==> config.mk <==
export PLATFORM = sky130hd
export DESIGN_NAME = ipc_mailbox
export DESIGN_NICKNAME = d
export VERILOG_FILES = /design/src/rtl/ipc_mbox_pkg.sv /design/src/rtl/ipc_mbox_channel.sv /design/src/rtl/ipc_mbox_irq.sv /design/src/rtl/ipc_mailbox.sv
export SDC_FILE = /design/constraint.sdc
export NUM_CORES = 2
export LEC_CHECK = 0
export BUFFER_PORTS_ARGS = -buffer_cell sky130_fd_sc_hd__buf_2
export CORE_MARGIN = 10
export CORE_UTILIZATION = 63
export DETAILED_ROUTE_END_ITERATION = 16
export PLACE_DENSITY_LB_ADDON = 0.05
export SLEW_MARGIN = 20
export SYNTH_ARGS = -nofsm -noshare
export SYNTH_HDL_FRONTEND = slang
export SYNTH_SLANG_ARGS = --single-unit
export TNS_END_PERCENT = 5
==> constraint.sdc <==
create_clock -name clk -period 1.6 [get_ports clk]
set_input_delay 0.32 -clock clk [delete_from_list [all_inputs] [get_ports clk]]
set_output_delay 0.32 -clock clk [all_outputs]
set_load 0.005 [all_outputs]
==> src/rtl/ipc_mbox_pkg.sv <==
package ipc_mbox_pkg;
   localparam int WORD_W    = 32;
   localparam int PAYLOAD_N = 4;
   localparam int CH_STRIDE = 32;
   localparam int CH_LSB    = $clog2(CH_STRIDE);
   localparam int SEL_W     = CH_LSB - 2;
   localparam int SEL_CTRL  = 0;
   localparam int SEL_STAT  = PAYLOAD_N + 1;

   typedef struct packed {
      logic dp;   // data present, status bit 1
      logic ip;   // interrupt pending, status bit 0
   } ch_flags_t;
endpackage

==> src/rtl/ipc_mbox_channel.sv <==
module ipc_mbox_channel
   import ipc_mbox_pkg::*;
(
   input  logic              clk,
   input  logic              rst_n,
   input  logic              wr_en,
   input  logic [SEL_W-1:0]  sel,
   input  logic [WORD_W-1:0] wdata,
   output logic [WORD_W-1:0] rd_word,
   output ch_flags_t         flags
);
   if ((SEL_STAT + 1) * 4 > CH_STRIDE) begin : g_bad_stride
      $error("channel window too small for payload");
   end

   logic [WORD_W-2:0] user_q;
   logic [WORD_W-1:0] pay_q [PAYLOAD_N];

   wire ctrl_hit = wr_en && (sel == SEL_W'(SEL_CTRL));
   wire stat_hit = wr_en && (sel == SEL_W'(SEL_STAT));

   always_ff @(posedge clk or negedge rst_n) begin
      if (!rst_n) begin
         user_q <= '0;
         flags  <= '0;
      end else if (ctrl_hit) begin
         user_q <= wdata[WORD_W-2:0];
         if (wdata[WORD_W-1]) flags <= '{dp: 1'b1, ip: 1'b1};
      end else if (stat_hit) begin
         if (wdata[0]) flags.ip <= 1'b0;
         if (wdata[1]) flags.dp <= 1'b0;
      end
   end

   for (genvar k = 0; k < PAYLOAD_N; k++) begin : g_pay
      always_ff @(posedge clk or negedge rst_n) begin
         if (!rst_n)                              pay_q[k] <= '0;
         else if (wr_en && sel == SEL_W'(k + 1))  pay_q[k] <= wdata;
      end
   end

   always_comb begin
      rd_word = '0;
      if (sel == SEL_W'(SEL_CTRL))      rd_word = {flags.dp, user_q};
      else if (sel == SEL_W'(SEL_STAT)) rd_word = {{(WORD_W-2){1'b0}}, flags.dp, flags.ip};
      else begin
         for (int k = 0; k < PAYLOAD_N; k++)
            if (sel == SEL_W'(k + 1)) rd_word = pay_q[k];
      end
   end

   AST_TRIG_SETS_FLAGS: assert property (@(posedge clk) disable iff (!rst_n)
      ctrl_hit && wdata[WORD_W-1] |=> flags.dp && flags.ip);
   AST_ACK_CLEARS_DP: assert property (@(posedge clk) disable iff (!rst_n)
      stat_hit && wdata[1] |=> !flags.dp && !rd_word[WORD_W-1] || sel != SEL_W'(SEL_CTRL));
   AST_ZERO_ACK_STABLE: assert property (@(posedge clk) disable iff (!rst_n)
      stat_hit && wdata[1:0] == 2'b00 |=> $stable(flags));
endmodule

==> src/rtl/ipc_mbox_irq.sv <==
module ipc_mbox_irq #(
   parameter int NUM_CH = 8
) (
   input  logic                clk,
   input  logic                rst_n,
   input  logic [NUM_CH-1:0]   pend,
   input  logic [2*NUM_CH-1:0] mask,
   output logic [1:0]          irq
);
   for (genvar d = 0; d < 2; d++) begin : g_core
      wire [NUM_CH-1:0] gate = mask[d*NUM_CH +: NUM_CH];
      assign irq[d] = |(pend & ~gate);

      AST_MASKED_SILENT: assert property (@(posedge clk) disable iff (!rst_n)
         (&gate) |-> !irq[d]);
   end
endmodule

==> src/rtl/ipc_mailbox.sv <==
module ipc_mailbox
   import ipc_mbox_pkg::*;
#(
   parameter int NUM_CH = 8,
   parameter int ADDR_W = 12
) (
   input  logic              clk,
   input  logic              rst_n,
   input  logic              bus_valid,
   input  logic              bus_write,
   input  logic [ADDR_W-1:0] bus_addr,
   input  logic [31:0]       bus_wdata,
   output logic [31:0]       bus_rdata,
   output logic              bus_rvalid,
   output logic              irq_core0,
   output logic              irq_core1
);
   localparam int CH_IDX_W = $clog2(NUM_CH);
   localparam int GLB_BASE = NUM_CH * CH_STRIDE;
   localparam int MASK_W   = 2 * NUM_CH;

   if (NUM_CH < 2 || NUM_CH > 16 || (1 << CH_IDX_W) != NUM_CH) begin : g_bad_ch
      $error("NUM_CH must be a power of two from 2 to 16");
   end
   if (GLB_BASE + 8 > (1 << ADDR_W)) begin : g_bad_addr
      $error("ADDR_W too narrow for register map");
   end

   wire                in_ch   = int'(bus_addr) < GLB_BASE;
   wire [CH_IDX_W-1:0] ch_idx  = bus_addr[CH_LSB +: CH_IDX_W];
   wire [SEL_W-1:0]    sel     = bus_addr[CH_LSB-1:2];
   wire                sel_ok  = int'(sel) <= SEL_STAT;
   wire                hit_sts = {bus_addr[ADDR_W-1:2], 2'b00} == ADDR_W'(GLB_BASE);
   wire                hit_msk = {bus_addr[ADDR_W-1:2], 2'b00} == ADDR_W'(GLB_BASE + 4);
   wire                wr      = bus_valid && bus_write;
   wire                rd      = bus_valid && !bus_write;

   ch_flags_t          flags  [NUM_CH];
   logic [WORD_W-1:0]  ch_rd  [NUM_CH];
   logic [NUM_CH-1:0]  pend;
   logic [31:0]        all_sts;
   logic [MASK_W-1:0]  mask_q;
   logic [1:0]         irq;

   for (genvar c = 0; c < NUM_CH; c++) begin : g_ch
      ipc_mbox_channel u_ch (
         .clk     (clk),
         .rst_n   (rst_n),
         .wr_en   (wr && in_ch && sel_ok && ch_idx == CH_IDX_W'(c)),
         .sel     (sel),
         .wdata   (bus_wdata),
         .rd_word (ch_rd[c]),
         .flags   (flags[c])
      );
      assign pend[c] = flags[c].ip;
   end

   always_comb begin
      all_sts = '0;
      for (int i = 0; i < NUM_CH; i++) all_sts[2*i +: 2] = {flags[i].dp, flags[i].ip};
   end

   always_ff @(posedge clk or negedge rst_n) begin
      if (!rst_n)              mask_q <= '1;
      else if (wr && hit_msk)  mask_q <= bus_wdata[MASK_W-1:0];
   end

   logic [31:0] rd_next;
   always_comb begin
      rd_next = '0;
      if (in_ch)        rd_next = sel_ok ? ch_rd[ch_idx] : '0;
      else if (hit_sts) rd_next = all_sts;
      else if (hit_msk) rd_next = 32'(mask_q);
   end

   always_ff @(posedge clk or negedge rst_n) begin
      if (!rst_n) begin
         bus_rdata  <= '0;
         bus_rvalid <= 1'b0;
      end else begin
         bus_rdata  <= rd ? rd_next : '0;
         bus_rvalid <= rd;
      end
   end

   ipc_mbox_irq #(.NUM_CH(NUM_CH)) u_irq (
      .clk   (clk),
      .rst_n (rst_n),
      .pend  (pend),
      .mask  (mask_q),
      .irq   (irq)
   );
   assign irq_core0 = irq[0];
   assign irq_core1 = irq[1];

   AST_RVALID_FOLLOWS_READ: assert property (@(posedge clk) disable iff (!rst_n)
      rd |=> bus_rvalid);
   AST_IDLE_RDATA_ZERO: assert property (@(posedge clk) disable iff (!rst_n)
      !rd |=> !bus_rvalid && bus_rdata == '0);
   AST_NO_PEND_NO_IRQ: assert property (@(posedge clk) disable iff (!rst_n)
      pend == '0 |-> !irq_core0 && !irq_core1);
endmodule

==> metrics.csv <==
stage,metric,value,unit
worst_setup_path,reg-to-reg startpoint,g_ch[0].u_ch.pay_q[103],
worst_setup_path,worst setup path startpoint,mask_q[6],
synth,Yosys reg bits,1337,
power,internal power,55800,uW
die,Site Rows,113,
synth,Synth Instances,4486,
worst_setup_path,"Arr. time, crit path",2.09,ns
worst_setup_path,reg2reg setup slack,-0.15,ns
placed_design,PortBufs,80,
finish,final instance area,0.0739,mm2
synth,number of flops mapped to enable cells by yosys,0,
sta,period utilization,150,%
synth,Synth warnings,0,
detailed_routing,antenna-violating nets left,0,
detailed_routing,vias after detailed routing,42958,
power,pwr dens,983,mW/mm2
finish,most frequent cells in the layout,"dfrtp_1, mux2_2, mux2_1, buf_4, a22oi_1",
sta,Fin Hold WS,0.0608,ns
worst_setup_path,Crit path max-delay family,flip-flops,
detailed_routing,drt pass-1 iters,7,
synth,Synth cell types,61,
synth,post-synthesis adder-cell area fraction,0,%
power,Worst VDD drop,0.896,mV
placed_design,Placer Congestion,0.917,
synth,Synth Area in Compound Gates,9.35,%
synth,Post-Synthesis Cell Area,0.0605,mm2
die,initial core utilization,63.6,%
finish,share of layout cells above drive strength 1,42.4,%
placed_design,Placed Area,0.0672,mm2
sta,Rel. slew slack,48.5,%
finish,final-stage net count,4926,
power,power share of the clock group,46.0,%
detailed_routing,WL/cell,31.8,um
worst_setup_path,CP cell instances,o22ai_1 > or4_4 > buf_6,
power,switching share of power,23.3,%
finish,Fillers,5706,
cts,CTS Buf Count,141,
synth,"area leader, netlist",dfrtp_1,
flow_run,maxcap violations,0,
sta,Clock Skew,0.0211,ns
worst_setup_path,worst-path fanout max,2,
cts,Worst-path clk slew,0.06,ns
worst_setup_path,WS Path Type,register to output pin,
die,I/O pin count,83,
synth,synthesized area per cell,13.5,um2
finish,register area,0.0335,mm2
die,Die ar.,0.109,mm2
sta,Final min period,2.41,ns
die,chip height,330,um
synth,Synth Net Count,4534,
worst_setup_path,WP depth,3,
synth,main combinational cell family by area after synthesis,multiplexers,
synth,post-synth top area share,54.6,%
worst_setup_path,Startpoint Class,register,
worst_setup_path,CP endpoint,irq_core0,
synth,sequential share of the synthesized area,55.3,%
cts,htree depth,4,
worst_setup_path,Crit-path slowest cell,dfstp_2,
detailed_routing,DR iter-0 viols,4284,
worst_setup_path,Crit path required time,1.28,ns
worst_setup_path,crit end category,output pin,
sta,"Hold Vio Cnt, Final",0,
worst_setup_path,Max stage delay on crit path,0.58,ns
global_route,vias in the first global route,43751,
detailed_routing,number of remaining DRC errors,0,
run_status,status,"complete, but fails checks",
die,Die X,330,um
placed_design,Post-DP HPWL,122,mm
power,Sequential Power Share,47.0,%
cts,Root Buffer Master,clkbuf_16,
cts,Worst-Skew Late Latency,0.77,ns
worst_setup_path,R2R Path End,bus_rdata[7],
cts,clk buf depth,3,
synth,Async SR Flop Fraction,100,%
power,Sw Pwr,16900,uW
synth,main area contributors after synthesis,"dfrtp_1, mux2_2, mux2_1",
power,Pleak,0.0369,uW
finish,Layout area overhead,22.1,%
cts,CTS Sinks,1337,
sta,Slew Limit Fails,0,
cts,TritonCTS clock tree,done,
detailed_routing,Routed WL,199,mm
sta,Final setup viols,175,
finish,final std cells w/o fill,6252,
synth,"Top FF cell, synth",dfrtp_1,
sta,slew at the pin closest to its max-slew limit,0.772,ns
sta,Max Fclk,415,MHz
placed_design,Place WS,-0.977,ns
finish,area of the multi-input gates,0.0261,mm2
global_route,GRT Total Usage,35.6,%
global_route,pin count of the biggest net entering global routing,74,
worst_setup_path,crit path buf inv count,1,
global_route,first-pass GRT wire length,289,mm
synth,post-synthesis simple-gate area fraction,2.71,%
finish,"commonest non-fill, non-tap cell in the layout",dfrtp_1,
synth,post-synthesis mux area share,29.0,%
placed_design,Cells after DPL,5943,
power,Logic pwr share,7.0,%
sta,RSZ-0062 raised after global routing,true,
worst_hold_path,worst min path class,primary input to async pin,
sta,final worst slack,-0.807,ns
global_route,GRT overflow,0,
finish,Final Core Density,77.7,%
die,Core Box Area,0.0952,mm2
synth,xor and xnor area share after synthesis,0,%
global_route,number of antenna violations at the first check in global routing,1,
detailed_routing,routed vias/inst,6.87,
worst_setup_path,Worst Reg-to-Reg Cells,6,
run_status,failing checks,negative setup slack,
==> cells in the mapped netlist (all sizes together), types with 14 or more instances <==
cell / count
nand2: 119
a221oi: 100
buf: 248
nor3: 21
a22oi: 223
dfrtp: 1321
mux2: 1372
a21oi: 105
o22ai: 32
nand4: 15
a221o: 24
or4: 14
clkbuf: 214
nor2: 86
mux2i: 135
dfstp: 16
mux4: 34
inv: 15
o221ai: 99
o21ai: 172
==> power groups by stage <==
stage	Combinational (uW)	Sequential, uW	Clock [uW]
floorplan	1810	34700	0
global placement	4550	34700	0
detailed placement	4580	34800	0
CTS	4750	34100	33600
global route	5360	34200	35100
finish	5100	34200	33400
==> area by class of cell <==
cell class | count | share of cell area, %
diodes | 1 | 0.00338
clock buffers | 211 | 5.78
clock inverters | 40 | 0.626
inverters | 15 | 0.0762
multi-input cells | 2672 | 35.3
flip-flops and latches | 1337 | 45.3
well taps | 1265 | 2.14
repair buffers | 711 | 10.8
==> worst min-delay path by stage <==
stage | from | endpoint | slack, ns | depth (start not counted)
final | rst_n | g_ch[7].u_ch.pay_q[15] | 0.06 | 2
after global placement | rst_n | g_ch[7].u_ch.pay_q[47] | 0.22 | 1
after detailed placement | rst_n | g_ch[7].u_ch.pay_q[15] | 0.22 | 1
after floorplan | rst_n | bus_rdata[0] | 0.02 | 0
after global routing | rst_n | g_ch[7].u_ch.pay_q[47] | 0.07 | 2
after CTS | rst_n | g_ch[7].u_ch.pay_q[15] | 0.04 | 2
==> what timing repair did <==
item	in CTS	in global routing
hold endpoints to repair	938	0
pin swaps	42	68
hold buffers	3	0
gates resized for setup	124	180
endpoints found under the setup margin	828	595
setup buffers	10	41
cloned	5	12
==> sequential cells by signal, indices dropped and copies added (netlist names) <==
| register | count |
|---|---|
| g_ch.u_ch.flags | 16 |
| bus_rdata | 32 |
| mask_q | 16 |
| g_ch.u_ch.pay_q | 1024 |
| bus_rvalid | 1 |
| g_ch.u_ch.user_q | 248 |
==> stage by stage <==
stage	total power, uW	TNS [ns]
floorplan	36500	-405.61
global placement	39300	-1017.23
detailed placement	39300	-1060.05
CTS	72500	-3.79
global route	74600	-9.37
finish	72700	-8.70
==> per-layer routing <==
metal	routed length [um]	track usage [%]	share of wire, %
met5	0	0	0
met4	11200	16.9	5.6
met3	17400	6.46	8.7
met2	91300	55.2	46
met1	79100	48.6	40
==> logic make-up (layout without fill, tap and decap cells) <==
group                  Yosys count  count (layout)
AND/OR/NAND/NOR                327             327
other                            0               1
AO/OA/AOI/OAI                  804             804
flip-flops                    1337            1337
multiplexers                  1541            1541
buffers and inverters          477             977
Note: power is estimated with default switching activity, not from simulation.
